<file path="config.mk">
export PLATFORM = sky130hd
export DESIGN_NAME = eeprom_row_programmer
export DESIGN_NICKNAME = d
export VERILOG_FILES = /design/src/rtl/eeprom_row_pkg.sv /design/src/rtl/eeprom_row_latch.sv /design/src/rtl/eeprom_prog_seq.sv /design/src/rtl/eeprom_row_programmer.sv
export SDC_FILE = /design/constraint.sdc
export NUM_CORES = 1
export LEC_CHECK = 0
export BUFFER_PORTS_ARGS = -buffer_cell sky130_fd_sc_hd__buf_2
export CAP_MARGIN = 30
export CORE_ASPECT_RATIO = 1.75
export CORE_MARGIN = 3
export CORE_UTILIZATION = 55
export CTS_BUF_LIST = sky130_fd_sc_hd__clkbuf_4
export DETAILED_ROUTE_END_ITERATION = 8
export GPL_TIMING_DRIVEN = 0
export HOLD_SLACK_MARGIN = 0.08
export PLACE_DENSITY = 0.72
export RECOVER_POWER = 25
export SYNTH_ARGS = -nofsm -noshare
export SYNTH_HDL_FRONTEND = slang
export SYNTH_HIERARCHICAL = 1
export SYNTH_SLANG_ARGS = --single-unit
</file>
<file path="constraint.sdc">
create_clock -name clk -period 3.29 [get_ports clk]
set_input_delay 0.329 -clock clk [delete_from_list [all_inputs] [get_ports clk]]
set_output_delay 0.329 -clock clk [all_outputs]
set_load 0.005 [all_outputs]
</file>
<file path="src/rtl/eeprom_row_pkg.sv">
// Shared types of the EEPROM row program block.
package eeprom_row_pkg;
    // Program sequencer states.
    typedef enum logic [1:0] {
        SEQ_IDLE   = 2'd0,   // accepting bytes and STOP
        SEQ_PROG   = 2'd1,   // timed program cycle, inputs ignored
        SEQ_SETTLE = 2'd2    // one clock after the cycle, inputs ignored
    } seq_state_t;
endpackage

</file>
<file path="src/rtl/eeprom_row_latch.sv">
// Row holding latch: stores the data bytes of one write transaction together
// with a per-position valid mask, the row number and the in-row pointer.
// Assumes: `accept` is high only when the sequencer is idle; `clr` arrives
// only at the end of a program cycle; ROW_BYTES is a power of two.
module eeprom_row_latch #(
    parameter int ADDR_W    = 11,
    parameter int DATA_W    = 8,
    parameter int ROW_BYTES = 16,
    localparam int POS_W    = $clog2(ROW_BYTES),
    localparam int ROW_W    = ADDR_W - POS_W
) (
    input  logic                 clk,
    input  logic                 rst_n,
    input  logic                 accept,
    input  logic                 byte_vld,
    input  logic                 wr_inhibit,
    input  logic [ADDR_W-1:0]    start_addr,
    input  logic [DATA_W-1:0]    byte_data,
    input  logic                 clr,
    input  logic [POS_W-1:0]     rd_pos,
    output logic [ROW_BYTES-1:0] mask,
    output logic [ROW_W-1:0]     row,
    output logic [DATA_W-1:0]    rd_data
);
    logic [DATA_W-1:0] lat_q [ROW_BYTES];
    logic [POS_W-1:0]  ptr_q;
    logic [POS_W-1:0]  wr_pos;
    logic              take;

    // Decide whether this clock latches a byte and at which position.
    always_comb begin
        take   = accept && byte_vld && !wr_inhibit;
        wr_pos = (mask == '0) ? start_addr[POS_W-1:0] : ptr_q;
    end

    // Row number, pointer and valid mask bookkeeping.
    always_ff @(posedge clk) begin
        if (!rst_n) begin
            mask  <= '0;
            row   <= '0;
            ptr_q <= '0;
        end else if (clr) begin
            mask <= '0;
        end else if (take) begin
            if (mask == '0) row <= start_addr[ADDR_W-1:POS_W];
            mask[wr_pos] <= 1'b1;
            ptr_q        <= wr_pos + 1'b1;   // wraps inside the row
        end
    end

    // One storage register per row position.
    for (genvar g = 0; g < ROW_BYTES; g++) begin : g_pos
        always_ff @(posedge clk) begin
            if (!rst_n)
                lat_q[g] <= '0;
            else if (take && wr_pos == POS_W'(g))
                lat_q[g] <= byte_data;
        end
    end

    assign rd_data = lat_q[rd_pos];
endmodule

</file>
<file path="src/rtl/eeprom_prog_seq.sv">
// Program sequencer: on STOP with a non-empty mask, runs a fixed-length
// program cycle, scanning the row positions in ascending order and issuing
// one array write per filled position. Ends with one settling clock.
// Assumes: PROG_TICKS >= ROW_BYTES + 2.
module eeprom_prog_seq
    import eeprom_row_pkg::*;
#(
    parameter int ROW_BYTES  = 16,
    parameter int PROG_TICKS = 400000,
    localparam int POS_W     = $clog2(ROW_BYTES),
    localparam int CNT_W     = $clog2(PROG_TICKS)
) (
    input  logic                 clk,
    input  logic                 rst_n,
    input  logic                 stop,
    input  logic [ROW_BYTES-1:0] mask,
    output logic                 busy,
    output logic                 idle,
    output logic                 clr,
    output logic                 we,
    output logic [POS_W-1:0]     pos
);
    localparam logic [CNT_W-1:0] LAST_TICK = CNT_W'(PROG_TICKS - 1);
    localparam logic [CNT_W-1:0] SCAN_END  = CNT_W'(ROW_BYTES);

    seq_state_t       state_q;
    logic [CNT_W-1:0] cnt_q;

    // Status decode.
    always_comb begin
        busy = (state_q == SEQ_PROG);
        idle = (state_q == SEQ_IDLE);
        clr  = busy && (cnt_q == LAST_TICK);
    end

    // State, tick counter and registered array write strobe.
    always_ff @(posedge clk) begin
        if (!rst_n) begin
            state_q <= SEQ_IDLE;
            cnt_q   <= '0;
            we      <= 1'b0;
            pos     <= '0;
        end else begin
            case (state_q)
                SEQ_IDLE: begin
                    we    <= 1'b0;
                    cnt_q <= '0;
                    if (stop && mask != '0) state_q <= SEQ_PROG;
                end
                SEQ_PROG: begin
                    cnt_q <= cnt_q + 1'b1;
                    if (cnt_q < SCAN_END) begin
                        we  <= mask[cnt_q[POS_W-1:0]];
                        pos <= cnt_q[POS_W-1:0];
                    end else begin
                        we  <= 1'b0;
                    end
                    if (cnt_q == LAST_TICK) state_q <= SEQ_SETTLE;
                end
                default: begin
                    we      <= 1'b0;
                    state_q <= SEQ_IDLE;
                end
            endcase
        end
    end
endmodule

</file>
<file path="src/rtl/eeprom_row_programmer.sv">
// Top of the row program block: joins the row latch and the program
// sequencer and forms the array write port from the row number, the scan
// position and the latched byte. Assumes the array is external and
// single-ported, taking one byte per clock.
module eeprom_row_programmer #(
    parameter int ADDR_W     = 11,
    parameter int DATA_W     = 8,
    parameter int ROW_BYTES  = 16,
    parameter int PROG_TICKS = 400000
) (
    input  logic              clk,
    input  logic              rst_n,
    input  logic [ADDR_W-1:0] start_addr,
    input  logic              byte_vld,
    input  logic [DATA_W-1:0] byte_data,
    input  logic              wr_inhibit,
    input  logic              stop,
    output logic              busy,
    output logic              arr_we,
    output logic [ADDR_W-1:0] arr_addr,
    output logic [DATA_W-1:0] arr_wdata
);
    localparam int POS_W = $clog2(ROW_BYTES);
    localparam int ROW_W = ADDR_W - POS_W;

    logic [ROW_BYTES-1:0] load_mask;
    logic [ROW_W-1:0]     row_q;
    logic [POS_W-1:0]     scan_pos;
    logic                 seq_idle;
    logic                 seq_clr;

    eeprom_row_latch #(
        .ADDR_W(ADDR_W), .DATA_W(DATA_W), .ROW_BYTES(ROW_BYTES)
    ) u_latch (
        .clk(clk), .rst_n(rst_n), .accept(seq_idle), .byte_vld(byte_vld),
        .wr_inhibit(wr_inhibit), .start_addr(start_addr), .byte_data(byte_data),
        .clr(seq_clr), .rd_pos(scan_pos), .mask(load_mask), .row(row_q),
        .rd_data(arr_wdata)
    );

    eeprom_prog_seq #(
        .ROW_BYTES(ROW_BYTES), .PROG_TICKS(PROG_TICKS)
    ) u_seq (
        .clk(clk), .rst_n(rst_n), .stop(stop), .mask(load_mask), .busy(busy),
        .idle(seq_idle), .clr(seq_clr), .we(arr_we), .pos(scan_pos)
    );

    assign arr_addr = {row_q, scan_pos};
endmodule

</file>
; Word level (Yosys, flattened, before mapping)
; Memories as Yosys holds them, arrays and structs flattened. A register that Yosys moved wholly into a read port is not among the register bits.
; Cells that the tools add are included.
[classes]
addsub = 2
magnitude_cmp = 4
n_eq_ne = 19
n_mux = 76
n_bitwise = 19
reduce_logical = 33
[ops]
columns = op, n
row1 = 8-bit 2-to-1 mux, 16
row2 = 1-bit 2-to-1 mux, 51
row3 = 19-bit case mux with 2 select lines, 1
row4 = 4-bit == test (second input constant), 8
row5 = 1-bit logical AND, 21
row6 = 19-bit by 1-bit adder with 19-bit output (second input constant), 1
row7 = 19-bit == test (second input constant), 1
row8 = 19-bit by 5-bit < comparator with 1-bit output (second input constant), 1
row9 = 4-bit by 3-bit == test with 1-bit output (second input constant), 4
row10 = 16-bit logical NOT, 1
row11 = 1-bit bitwise OR, 16
row12 = 16-bit bitwise OR, 1
row13 = 16-bit nonzero test, 1
row14 = 4-bit 2-to-1 mux, 3
row15 = 4-bit by 5-bit < comparator with 1-bit output (second input constant), 2
row16 = 4-bit by 2-bit == test with 1-bit output (second input constant), 2
row17 = 2-bit AND reduction, 3
row18 = 3-bit AND reduction, 2
row19 = 4-bit by 1-bit adder with 4-bit output (second input constant), 1
row20 = 1-bit binary-select mux with 4-bit select, 1
row21 = 1-bit demux with 4-bit select, 1
row22 = 4-bit by 1-bit == test with 1-bit output (second input constant), 1
row23 = 4-bit by 1-bit >= comparator with 1-bit output (second input constant), 1
row24 = 4-bit logical NOT, 1
row25 = other kinds (9), 12
[totals]
reg_bits = 53
ramBits = 128
input_bits = 24
output_inout_bits = 21
elab_cells = 161
n_memories = 1
[memory_table]
columns = name, depth, word_bits, read_ports, rd_clocked_by_memory_dff, wr, line_no
row1 = u_latch.lat_q, 16, 8, 1, 1, 16, eeprom_row_latch.sv:25  ; logic [DATA_W-1:0] lat_q [ROW_BYTES];

; Depth between registers and ports, before layout
; Gate-level depths: netlist of the first run.
[logic_depth]
word_depth = 8
depth_mapped = 11

; Hierarchy
; Netlist of the first run, hierarchy kept.
[modules_own_cells]
columns = module, instances, cells_per_inst, area_each_um2, seq_area_each_um2
row1 = eeprom_row_latch, 1, 541, 7170.6, 4384.2
row2 = eeprom_prog_seq, 1, 155, 1398.8, 520.5

; Worst setup path before layout of the first run
; No wires, ideal clock.
[synth_path]
path_type = reg2reg
start = reg u_latch.mask[10]
end = mem u_latch.lat_q[0][0], enable pin
setup_time_ns = 0.329
arrival_time_ns = 2.525
setup_slack_ns = 0.437
path_stages_with_launch = 11
n_path_buf = 2
synth_period_minus_slack_ns = 2.853
path_cell_list = dfxtp_1 nor4_1 and4_1 buf_2 buf_2 mux2i_1 ha_1 nand4b_1 nor3_1 mux2i_4 nand2_1
[synth_rtl]
columns = item, line_no
row1 = "start, declared", eeprom_row_latch.sv:21  ; output logic [ROW_BYTES-1:0] mask,
row2 = "start signal, assigned", eeprom_row_latch.sv:39  ; mask <= '0;
row3 = "start signal, assigned", eeprom_row_latch.sv:43  ; mask <= '0;
row4 = "start signal, assigned by index", eeprom_row_latch.sv:46  ; mask[wr_pos] <= 1'b1;
row5 = "end, declared", eeprom_row_latch.sv:25

==> impl_metrics.json, run 1 <==
{
  "status": "finished, final reports clean",
  "synth_edf_count": 128,
  "drive_above_1_share_pct": 17.5,
  "grt_pass1_wl_mm": 35.2,
  "async_reset_ff_share_pct": 0,
  "cpMostUsedCell": "mux2i_2",
  "power.share.combinational_pct": 20.4,
  "leakagePower_nw": 3.30,
  "worst-path-buf-inv": 1,
  "syn-num-nets": 725,
  "synth.distinct_cells": 56,
  "p_clk_share_pct": 25.6,
  "fp.dieW_um": 100,
  "die_y_um": 171,
  "area.growth.synth_to_final_pct": 10.8,
  "ys_warn_count": 6,
  "multi_input_area_sq_um": 3430,
  "min_period_ns": 3.16,
  "rr_startpoint": "u_latch/mask[10]",
  "setup_violations": 0,
  "hpwl_mm": 16.6,
  "critical_path_required_ns": 3.55,
  "min_delay_path_depth": 3,
  "fp.dieArea_sq_um": 17200,
  "holdCritPathClass": "primary input to register",
  "insertion_delay_ns": 0.59,
  "setup.worst_path.class": "register to register",
  "r2r_setup_slack_ns": 0.13,
  "core_sq_um": 15100,
  "finClkSkew_ns": 0.0309,
  "drc": 0,
  "cpPeakStageDelay_ns": 0.58,
  "synthFlopType": "edfxtp_1",
  "p_int_mw": 3.29,
  "synth_area_leaders": "edfxtp_1 45%, dfxtp_1 12%, mux4_1 8.6%",
  "io_buffers": 42,
  "reg2reg_to": "u_latch/lat_q[4][2]",
  "irDropWorstVdd_v": 0.000320,
  "min_from": "start_addr[0]",
  "cp-start-kind": "register",
  "dr.pass1.iters": 5,
  "worstPathCellList": "nor4_2 > and4_1 > buf_4 > mux2i_2 > ha_1 > nand4b_1 > nor2_1 > mux2i_2 > nand2_2",
  "drt-initial-drc-count": 684,
  "clockRootBuffer": "clkbuf_4",
  "ys_seq_area_share_pct": 57.2,
  "worst_setup_path_end_kind": "register",
  "finalHoldViolations": 0,
  "cts_buffer_depth": 2,
  "gr-total-overflow": 0,
  "slowest_stage": "mux2i_2",
  "max_freq_mhz": 316,
  "syn-cell-area_sq_um": 8570,
  "slew_viol_final": 0,
  "grt_antenna_before_repair": 1,
  "critPathTopFamily": "simple AND/OR/NAND/NOR gates",
  "tightest_slew_ns": 1.10,
  "slew_headroom_pct": 26.1,
  "yosys.area.top_type": "edfxtp_1",
  "worst_r2r_path_depth": 9,
  "n_fill_cell": 1185,
  "place_congestion": 0.921,
  "cts_tree": "built",
  "clkTransAtPathRegs_ns": 0.16,
  "synth-seq-cells": 181,
  "arrival_ns": 3.42,
  "total_power_mw": 4.88,
  "ios": 45,
  "wl_per_cell_um": 23.6,
  "crit_fanout": 15,
  "num_rows": 59,
  "avgSynthCellArea_sq_um": 12.3,
  "hold_path_end": "u_latch/ptr_q[0]",
  "p_per_area_nw_per_um2": 514,
  "routed_wl_mm": 23.0,
  "numCtsBuffers": 17,
  "viasPerCell": 6.43,
  "grt.total_usage_pct": 27.9,
  "post-route-util_pct": 63.1,
  "cts.sinks": 181,
  "synth_top_area_share_pct": 44.9,
  "antenna_left": 0,
  "seq_area_sq_um": 4900,
  "seqPwrFrac_pct": 54.0,
  "maxCapViolations": 0,
  "fin_crit_sh_pct": 96.1,
  "grt_pass1_vias": 6258,
  "cts-htree-levels": 4,
  "initial_core_util_pct": 56.9,
  "switching_share_pct": 32.7,
  "grt_start_max_net_pins": 21,
  "fin_nets": 804,
  "via_count": 6254,
  "p_sw_mw": 1.59,
  "synth_cells": 696
}
worst min-delay path: cells and delay by family:
kind	cells	cell delay, ns
AO/OA/AOI/OAI	2	0.23
buffers and inverters	1	0.12
synthesized netlist by cell type (5+ instances only):
library cell and n:
a21oi_1 29, buf_1 7, buf_2 9, clkbuf_1 14, dfxtp_1 53, edfxtp_1 128
ha_1 5, inv_1 13, mux2i_4 8, mux4_1 28, mux4_2 17, nand2_1 47
nand2b_1 8, nand3_1 35, nand4_1 5, nor2_1 163, nor3_1 9, nor4_1 14
o21ai_0 10, o21ai_1 22, xnor2_1 7
final cells by class:
cell class                 count  share of cell area [%]
multi-input combinational    464                    36.1
timing repair buffer          61                    3.79
sequential                   181                    51.7
buffer                        37                    2.28
inverter                      13                   0.514
antenna                        1                  0.0264
clock buffer                  17                    1.34
clock inverter                15                    1.87
tap                          183                    2.41
how the worst max path moves through the flow:
stage                      from                   end  slack, ns  cells past startpoint
5_1_grt        u_latch/mask[10]   u_latch/lat_q[4][2]     -0.003                      9
6_report       u_latch/mask[10]   u_latch/lat_q[4][2]       0.13                      9
2_1_floorplan  u_latch/mask[10]   u_latch/lat_q[0][0]       0.44                     10
3_3_place_gp   u_latch/mask[10]  u_latch/lat_q[13][7]      -0.32                      8
3_5_place_dp   u_latch/mask[10]  u_latch/lat_q[15][7]      -0.36                     11
4_1_cts        u_latch/mask[10]   u_latch/lat_q[0][4]      -0.09                     10
power by group through the flow:
stage | Clock [mW] | Sequential (mW) | Combinational (mW)
after detailed placement | 0 | 2.68 | 0.965
final | 1.25 | 2.63 | 0.997
after CTS | 1.27 | 2.63 | 0.986
after floorplan | 0 | 2.66 | 0.689
after global routing | 1.36 | 2.65 | 1.07
after global placement | 0 | 2.67 | 0.936
registers in the layout (all words and copies together), names as in the netlist:
| register | flops |
|---|---|
| u_latch/lat_q | 128 |
| u_latch/mask | 16 |
| u_latch/ptr_q | 4 |
| u_latch/row | 7 |
| u_seq/cnt_q | 19 |
| u_seq/pos | 4 |
| u_seq/state_q | 2 |
| u_seq/we | 1 |
cell usage in the layout, fill, tap and decap left out, types with 4 or more instances in the layout:
master / synthesis / layout
nor4_1: 14 / 11
nand3_1: 35 / 35
a21oi_1: 29 / 29
buf_1: 7 / 5
clkbuf_4: 0 / 17
mux4_2: 17 / 17
nand4_1: 5 / 5
and2_1: 4 / 4
dfxtp_1: 53 / 53
nor2_1: 163 / 163
nand2_2: 0 / 8
buf_4: 3 / 13
xnor2_1: 7 / 7
o21ai_1: 22 / 17
nor3_1: 9 / 8
mux2i_4: 8 / 7
inv_1: 13 / 13
mux4_1: 28 / 28
buf_2: 9 / 39
inv_8: 0 / 4
dlygate4sd3_1: 0 / 9
edfxtp_1: 128 / 128
clkbuf_1: 14 / 26
xor2_1: 4 / 4
clkinv_8: 0 / 5
nand2b_1: 8 / 8
nand2_1: 47 / 39
ha_1: 5 / 5
o21ai_0: 10 / 15
per-stage QoR:
step / hold slack, ns / setup WS [ns] / instances / TNS [ns] / cell area (sq um)
global route: 0.0988 / -0.00345 / 972 / -0.00513 / 9500
global placement: 0.467 / -0.319 / 921 / -10.48 / 9010
CTS: 0.0849 / -0.0941 / 972 / -1.59 / 9500
detailed placement: 0.472 / -0.363 / 923 / -14.05 / 9020
floorplan: 0.447 / 0.437 / 696 / 0 / 8570
finish: 0.135 / 0.130 / 972 / 0 / 9500
layer usage:
metal / GRT usage [%] / vias up / wire (um)
met2: 47.4 / 361 / 11800
met5: 0 / - / 0
li1: - / 2762 / -
met4: 17.0 / 0 / 1500
met1: 32.0 / 3046 / 7890
met3: 6.00 / 85 / 1760
repair_timing:
| item | 4_1_cts | 5_1_grt |
|---|---|---|
| hold endpoints to repair | 9 | 0 |
| setup endpoints to repair | 103 | 238 |
| hold buffers | 9 | 0 |
| setup buffers | 8 | 0 |
| resized for setup | 7 | 9 |
cell families (layout without fill, tap and decap cells):
group	count (synthesis)	in the layout	synth area share [%]
simple gates	311	311	16.7
flops	181	181	57.2
compound gates	77	77	5.08
mux	60	60	16.0
buf+inv	51	143	3.12
xor+xnor	11	11	1.12
fa+ha+maj	5	5	0.730
other cells	0	1	0
Power figures use the tool's default switching activity.
==> inputs of run 2 (changes only) <==
--- a/config.mk
+++ b/config.mk
@@ -14,7 +14,7 @@
 export DETAILED_ROUTE_END_ITERATION = 8
 export GPL_TIMING_DRIVEN = 0
 export HOLD_SLACK_MARGIN = 0.08
-export PLACE_DENSITY = 0.72
+export PLACE_DENSITY = 0.75
 export RECOVER_POWER = 25
 export SYNTH_ARGS = -nofsm -noshare
 export SYNTH_HDL_FRONTEND = slang
==> run 2 against run 1 <==
Via count is 0.58% lower. Setup slack better by 0.053 ns. Highest routed layer unchanged. Fmax up 1.7%. Sequential power barely moved. Largest power group unchanged. Critical endpoint is now u_latch/lat_q[8][4]. Largest cell class unchanged.
==> impl_metrics.json, run 2 (synthesis results as in run 1) <==
{
  "rsz0062_at_grt": "false",
  "clockRootBuffer": "clkbuf_4",
  "drive_above_1_share_pct": 18.3,
  "fin_ws_ns": 0.183,
  "drc": 0,
  "clkTransAtPathRegs_ns": 0.17,
  "reg_top3": "u_latch/lat_q (128), u_seq/cnt_q (19), u_latch/mask (16)",
  "routed_wl_mm": 22.2,
  "leakagePower_nw": 3.33,
  "grt_pass1_wl_mm": 33.8,
  "fp.dieW_um": 100,
  "grtUsageMet3_pct": 6.20,
  "gr-usage-met2_pct": 44.8,
  "crit_fanout": 15,
  "status": "finished, final reports clean",
  "grt_start_max_net_pins": 22,
  "min_period_ns": 3.11,
  "maxCapViolations": 0,
  "setup_violations": 0,
  "r2r_setup_slack_ns": 0.18,
  "io_buffers": 42,
  "place_congestion": 0.924,
  "core_sq_um": 15100,
  "numCtsBuffers": 17,
  "finalHoldViolations": 0,
  "irDropWorstVdd_v": 0.000304,
  "cts-htree-levels": 4,
  "die_y_um": 171,
  "antenna_left": 0,
  "num_rows": 59,
  "n_fill_cell": 1184,
  "tightest_slew_ns": 1.11,
  "slew_viol_final": 0,
  "crit_path_end": "u_latch/lat_q[8][4]",
  "holdCritPathClass": "primary input to register",
  "total_power_mw": 4.92,
  "p_per_area_nw_per_um2": 514,
  "top_register": "u_latch/lat_q",
  "viasPerCell": 6.39,
  "ios": 45,
  "cp-start-kind": "register",
  "critical_path_required_ns": 3.56,
  "worst_setup_path_end_kind": "register",
  "fp.dieArea_sq_um": 17200,
  "via_count": 6218,
  "finClkSkew_ns": 0.0274,
  "cts_tree": "built",
  "grt.total_usage_pct": 26.6,
  "area.growth.synth_to_final_pct": 11.5,
  "grt_antenna_before_repair": 1,
  "wl_per_cell_um": 22.8,
  "gr-usage-met1_pct": 31.2,
  "fin_crit_sh_pct": 94.4,
  "busiest_layer": "met2",
  "worst_r2r_path_depth": 10,
  "drt-initial-drc-count": 607,
  "initial_core_util_pct": 56.9,
  "final_common_cell": "nor2_1",
  "arrival_ns": 3.38,
  "max_freq_mhz": 322,
  "post-route-util_pct": 63.5,
  "setup.worst_path.class": "register to register",
  "fin_nets": 805,
  "place_ws_ns": -0.284,
  "cts_buffer_depth": 2,
  "insertion_delay_ns": 0.58,
  "cts.sinks": 181,
  "dr.pass1.iters": 6,
  "setup.worst_path.start": "u_latch/mask[7]",
  "grt_pass1_vias": 6092,
  "slew_headroom_pct": 25.1,
  "hpwl_mm": 16.0,
  "layout_common_cells": "161 x nor2_1, 128 x edfxtp_1, 53 x dfxtp_1",
  "gr-total-overflow": 0,
  "reg2reg_to": "u_latch/lat_q[8][4]",
  "largest_register_ffs": 128,
  "rr_startpoint": "u_latch/mask[7]"
}
==> run 2: cell types whose count changed in the layout (fill, tap and decap cells not counted), sizes merged <==
cell	change
buf	+2
clkbuf	-1
clkinv	+3
clkinvlp	-1
inv	-2
==> run 2: worst max-delay path, stage by stage (launching register included) <==
cell      delay (ns)
dfxtp_1         0.38
nor4_2          0.34
and4_1          0.26
clkbuf_4        0.28
mux2i_2         0.13
ha_1            0.25
nand4b_1        0.12
clkbuf_1        0.28
nor2_1          0.12
mux2i_4         0.40
nand2_2         0.27
==> run 2: where the power goes <==
part	internal [mW]	total [mW]	switching, mW
sequential	2.57	2.63	0.0640
clock	0.375	1.28	0.902
combinational	0.363	1.01	0.644
total	3.31	4.92	1.61
==> run 2: cell type report <==
cell class	count	area (sq um)	area share [%]
Timing Repair Buffer	62	364	3.81
Multi-Input combinational cell	464	3460	36.2
Antenna cell	1	2.50	0.0262
Inverter	13	48.8	0.511
Clock buffer	17	128	1.34
Tap cell	183	229	2.40
Sequential cell	181	4900	51.3
Clock inverter	15	201	2.11
Buffer	37	216	2.26
==> run 2: metrics by stage <==
stage	hold slack (ns)	instances	setup TNS (ns)	cell area (sq um)
after floorplan	0.447	696	0	8570
after global placement	0.462	921	-8.89	9010
after detailed placement	0.473	923	-10.75	9020
after CTS	0.121	972	0	9530
after global routing	0.155	973	0	9560
final	0.139	973	0	9560
==> run 2: timing repair <==
action                     4_1_cts  5_1_grt
buffers inserted                 8        1
setup endpoints to repair       64      229
hold buffers                     9        0
cloned                           0        0
pin swaps                        0        1
hold endpoints to repair         9        0
gates resized for setup         11       11
==> run 2: how the worst min path moves through the flow <==
stage                           startpoint               end  slack, ns  cells after the start
after floorplan            u_latch/mask[7]   u_latch/mask[7]       0.45                      2
after global placement    u_latch/ptr_q[1]  u_latch/ptr_q[1]       0.46                      2
after detailed placement    u_latch/row[6]    u_latch/row[6]       0.47                      2
after CTS                    start_addr[0]  u_latch/ptr_q[0]       0.12                      3
after global routing         start_addr[0]  u_latch/ptr_q[0]       0.16                      3
final                        start_addr[0]  u_latch/ptr_q[0]       0.14                      3
==> run 2: per-layer routing <==
metal / routed length (um) / up-vias
li1: - / 2767
met1: 7700 / 3006
met3: 1870 / 79
met2: 11500 / 366
met5: 0 / -
met4: 1160 / 0
==> inputs of run 3 (changes only) <==
--- a/config.mk
+++ b/config.mk
@@ -9,12 +9,12 @@
 export CAP_MARGIN = 30
 export CORE_ASPECT_RATIO = 1.75
 export CORE_MARGIN = 3
-export CORE_UTILIZATION = 55
+export CORE_UTILIZATION = 38
 export CTS_BUF_LIST = sky130_fd_sc_hd__clkbuf_4
 export DETAILED_ROUTE_END_ITERATION = 8
 export GPL_TIMING_DRIVEN = 0
 export HOLD_SLACK_MARGIN = 0.08
-export PLACE_DENSITY = 0.75
+export PLACE_DENSITY = 0.56
 export RECOVER_POWER = 25
 export SYNTH_ARGS = -nofsm -noshare
 export SYNTH_HDL_FRONTEND = slang
==> run 3 against run 2 <==
Cell area increased by 0.73%. Via count decreased by 1.5%. Fmax decreased by 0.96%. Worst hold slack improved by 0.020 ns. Register-to-register slack improved by 0.05 ns. Count of clock-buffer cells in the layout increased by 2. Sequential power about the same. Sequential cell count unchanged. Die area increased by 42%. Largest cell class unchanged. Largest power group unchanged.
==> impl_metrics.json, run 3 (synthesis results as in run 1) <==
{
  "status": "finished, final reports clean",
  "clockRootBuffer": "clkbuf_4",
  "seq_area_sq_um": 4900,
  "dr.pass1.iters": 6,
  "drt-initial-drc-count": 608,
  "setup.worst_path.start": "u_seq/pos[1]",
  "total_power_mw": 4.90,
  "place_ws_ns": -0.378,
  "layout_common_cells": "162 x nor2_1, 128 x edfxtp_1, 53 x dfxtp_1",
  "rr_startpoint": "u_latch/mask[10]",
  "holdCritPathClass": "primary input to register",
  "p_clk_share_pct": 25.2,
  "design_area_sq_um": 9630,
  "finalHoldViolations": 0,
  "tightest_slew_ns": 1.13,
  "p_per_area_nw_per_um2": 509,
  "gr-total-overflow": 0,
  "ios": 45,
  "fp.dieArea_sq_um": 24500,
  "antenna_left": 0,
  "hpwl_mm": 17.9,
  "worst-path-buf-inv": 2,
  "grt.total_usage_pct": 20.2,
  "rsz0062_at_grt": "false",
  "place_area_sq_um": 9160,
  "area.growth.synth_to_final_pct": 12.4,
  "cts_buffer_depth": 2,
  "place_congestion": 0.878,
  "p_int_mw": 3.40,
  "grt_pass1_wl_mm": 36.5,
  "grt_antenna_before_repair": 1,
  "seqPwrFrac_pct": 53.7,
  "core_sq_um": 22200,
  "min_period_ns": 3.14,
  "post-route-util_pct": 43.4,
  "arrival_ns": 2.81,
  "finClkSkew_ns": 0.0164,
  "routed_wl_mm": 24.2,
  "viasPerCell": 5.65,
  "maxCapViolations": 0,
  "crit_fanout": 10,
  "setup.worst_path.class": "register to primary output",
  "setup_violations": 0,
  "slew_viol_final": 0,
  "drive_above_1_share_pct": 17.6,
  "via_count": 6126,
  "irDropWorstVdd_v": 0.000183,
  "final_common_cell": "nor2_1",
  "largest_register_ffs": 128,
  "r2r_setup_slack_ns": 0.23,
  "p_sw_mw": 1.50,
  "finalSetupTns_ns": 0,
  "critPathTopFamily": "multiplexers",
  "grt_pass1_vias": 6136,
  "max_freq_mhz": 319,
  "cp-start-kind": "register",
  "worst_r2r_path_depth": 11,
  "slew_headroom_pct": 23.9,
  "reg_top3": "u_latch/lat_q (128), u_seq/cnt_q (19), u_latch/mask (16)",
  "initial_core_util_pct": 38.7,
  "min_delay_path_depth": 3,
  "cts-htree-levels": 4,
  "io_buffers": 42,
  "wl_per_cell_um": 22.3,
  "multi_input_area_sq_um": 3450,
  "num_rows": 72,
  "fin_crit_sh_pct": 95.4,
  "dp_cells": 1036,
  "cts_tree": "built",
  "min_from": "start_addr[0]",
  "critical_path_required_ns": 2.96,
  "insertion_delay_ns": 0.58,
  "power.share.combinational_pct": 21.1,
  "switching_share_pct": 30.5,
  "worst_setup_path_end_kind": "primary output",
  "fp.dieW_um": 120,
  "hold_path_end": "u_latch/ptr_q[0]",
  "top_register": "u_latch/lat_q",
  "timing.hold.ws_ns": 0.159,
  "fin_nets": 804,
  "clkTransAtPathRegs_ns": 0.15,
  "drc": 0,
  "leakagePower_nw": 3.30,
  "grt_start_max_net_pins": 17,
  "numCtsBuffers": 17,
  "die_y_um": 205,
  "n_fill_cell": 2126,
  "stdcell_count": 1085,
  "cts.sinks": 181,
  "reg2reg_to": "u_latch/lat_q[3][6]",
  "slowest_stage": "clkbuf_1",
  "cpPeakStageDelay_ns": 0.59,
  "fin_ws_ns": 0.153,
  "worstPathCellList": "clkbuf_1 > mux4_1 > mux4_2 > buf_2"
}
## run 3: cell count changes in the layout (fill, tap and decap cells not counted), sizes merged
cell	previous run	this run
buf	64	65
bufinv	0	2
clkinv	10	6
clkinvlp	0	2
inv	18	16
## run 3: power groups by stage
stage | combinational (mW) | clock, mW | sequential (mW)
after floorplan | 0.689 | 0 | 2.66
after global placement | 0.970 | 0 | 2.67
after detailed placement | 0.989 | 0 | 2.68
after CTS | 1.01 | 1.27 | 2.63
after global routing | 1.11 | 1.36 | 2.64
final | 1.03 | 1.23 | 2.63
## run 3: worst max path at each step
stage | endpoint | slack, ns | cells past startpoint
2_1_floorplan | u_latch/lat_q[0][0] | 0.44 | 10
3_3_place_gp | u_latch/lat_q[13][3] | -0.31 | 8
3_5_place_dp | u_latch/lat_q[3][6] | -0.38 | 11
4_1_cts | u_latch/lat_q[0][3] | -0.17 | 10
5_1_grt | u_latch/lat_q[15][3] | 0.01 | 10
6_report | arr_wdata[1] | 0.15 | 4
## run 3: area by class of cell
cell class | count | area share, %
Antenna cell | 1 | 0.0260
Buffer | 37 | 2.25
Clock buffer | 19 | 1.48
Clock inverter | 13 | 1.36
Inverter | 13 | 0.507
Multi-Input combinational cell | 464 | 35.8
Sequential cell | 181 | 50.9
Tap cell | 296 | 3.85
Timing Repair Buffer | 61 | 3.76
## run 3: routing by layer
| layer | wire [um] | up-vias | global-route usage, % |
|---|---|---|---|
| met1 | 8830 | 3076 | 22.3 |
| met5 | 0 | - | 0 |
| li1 | - | 2759 | - |
| met4 | 1110 | 0 | 9.91 |
| met3 | 1160 | 46 | 3.51 |
| met2 | 13100 | 245 | 37.1 |
## run 3: worst reg2reg max path: stages, from the launching register on
cell      delay [ns]
dfxtp_1         0.37
nor4_1          0.36
and4_1          0.26
buf_4           0.25
mux2i_4         0.32
inv_1           0.09
ha_1            0.28
nand4b_1        0.21
nor3_1          0.10
mux2i_4         0.27
buf_4           0.24
nor2_1          0.07
## run 3: timing repair
item / 4_1_cts / 5_1_grt
gates resized for setup: 7 / 13
hold buffers: 9 / 0
pin swaps: 0 / 0
buffers inserted: 8 / 0
hold endpoints to repair: 9 / 0
endpoints found under the setup margin: 75 / 235
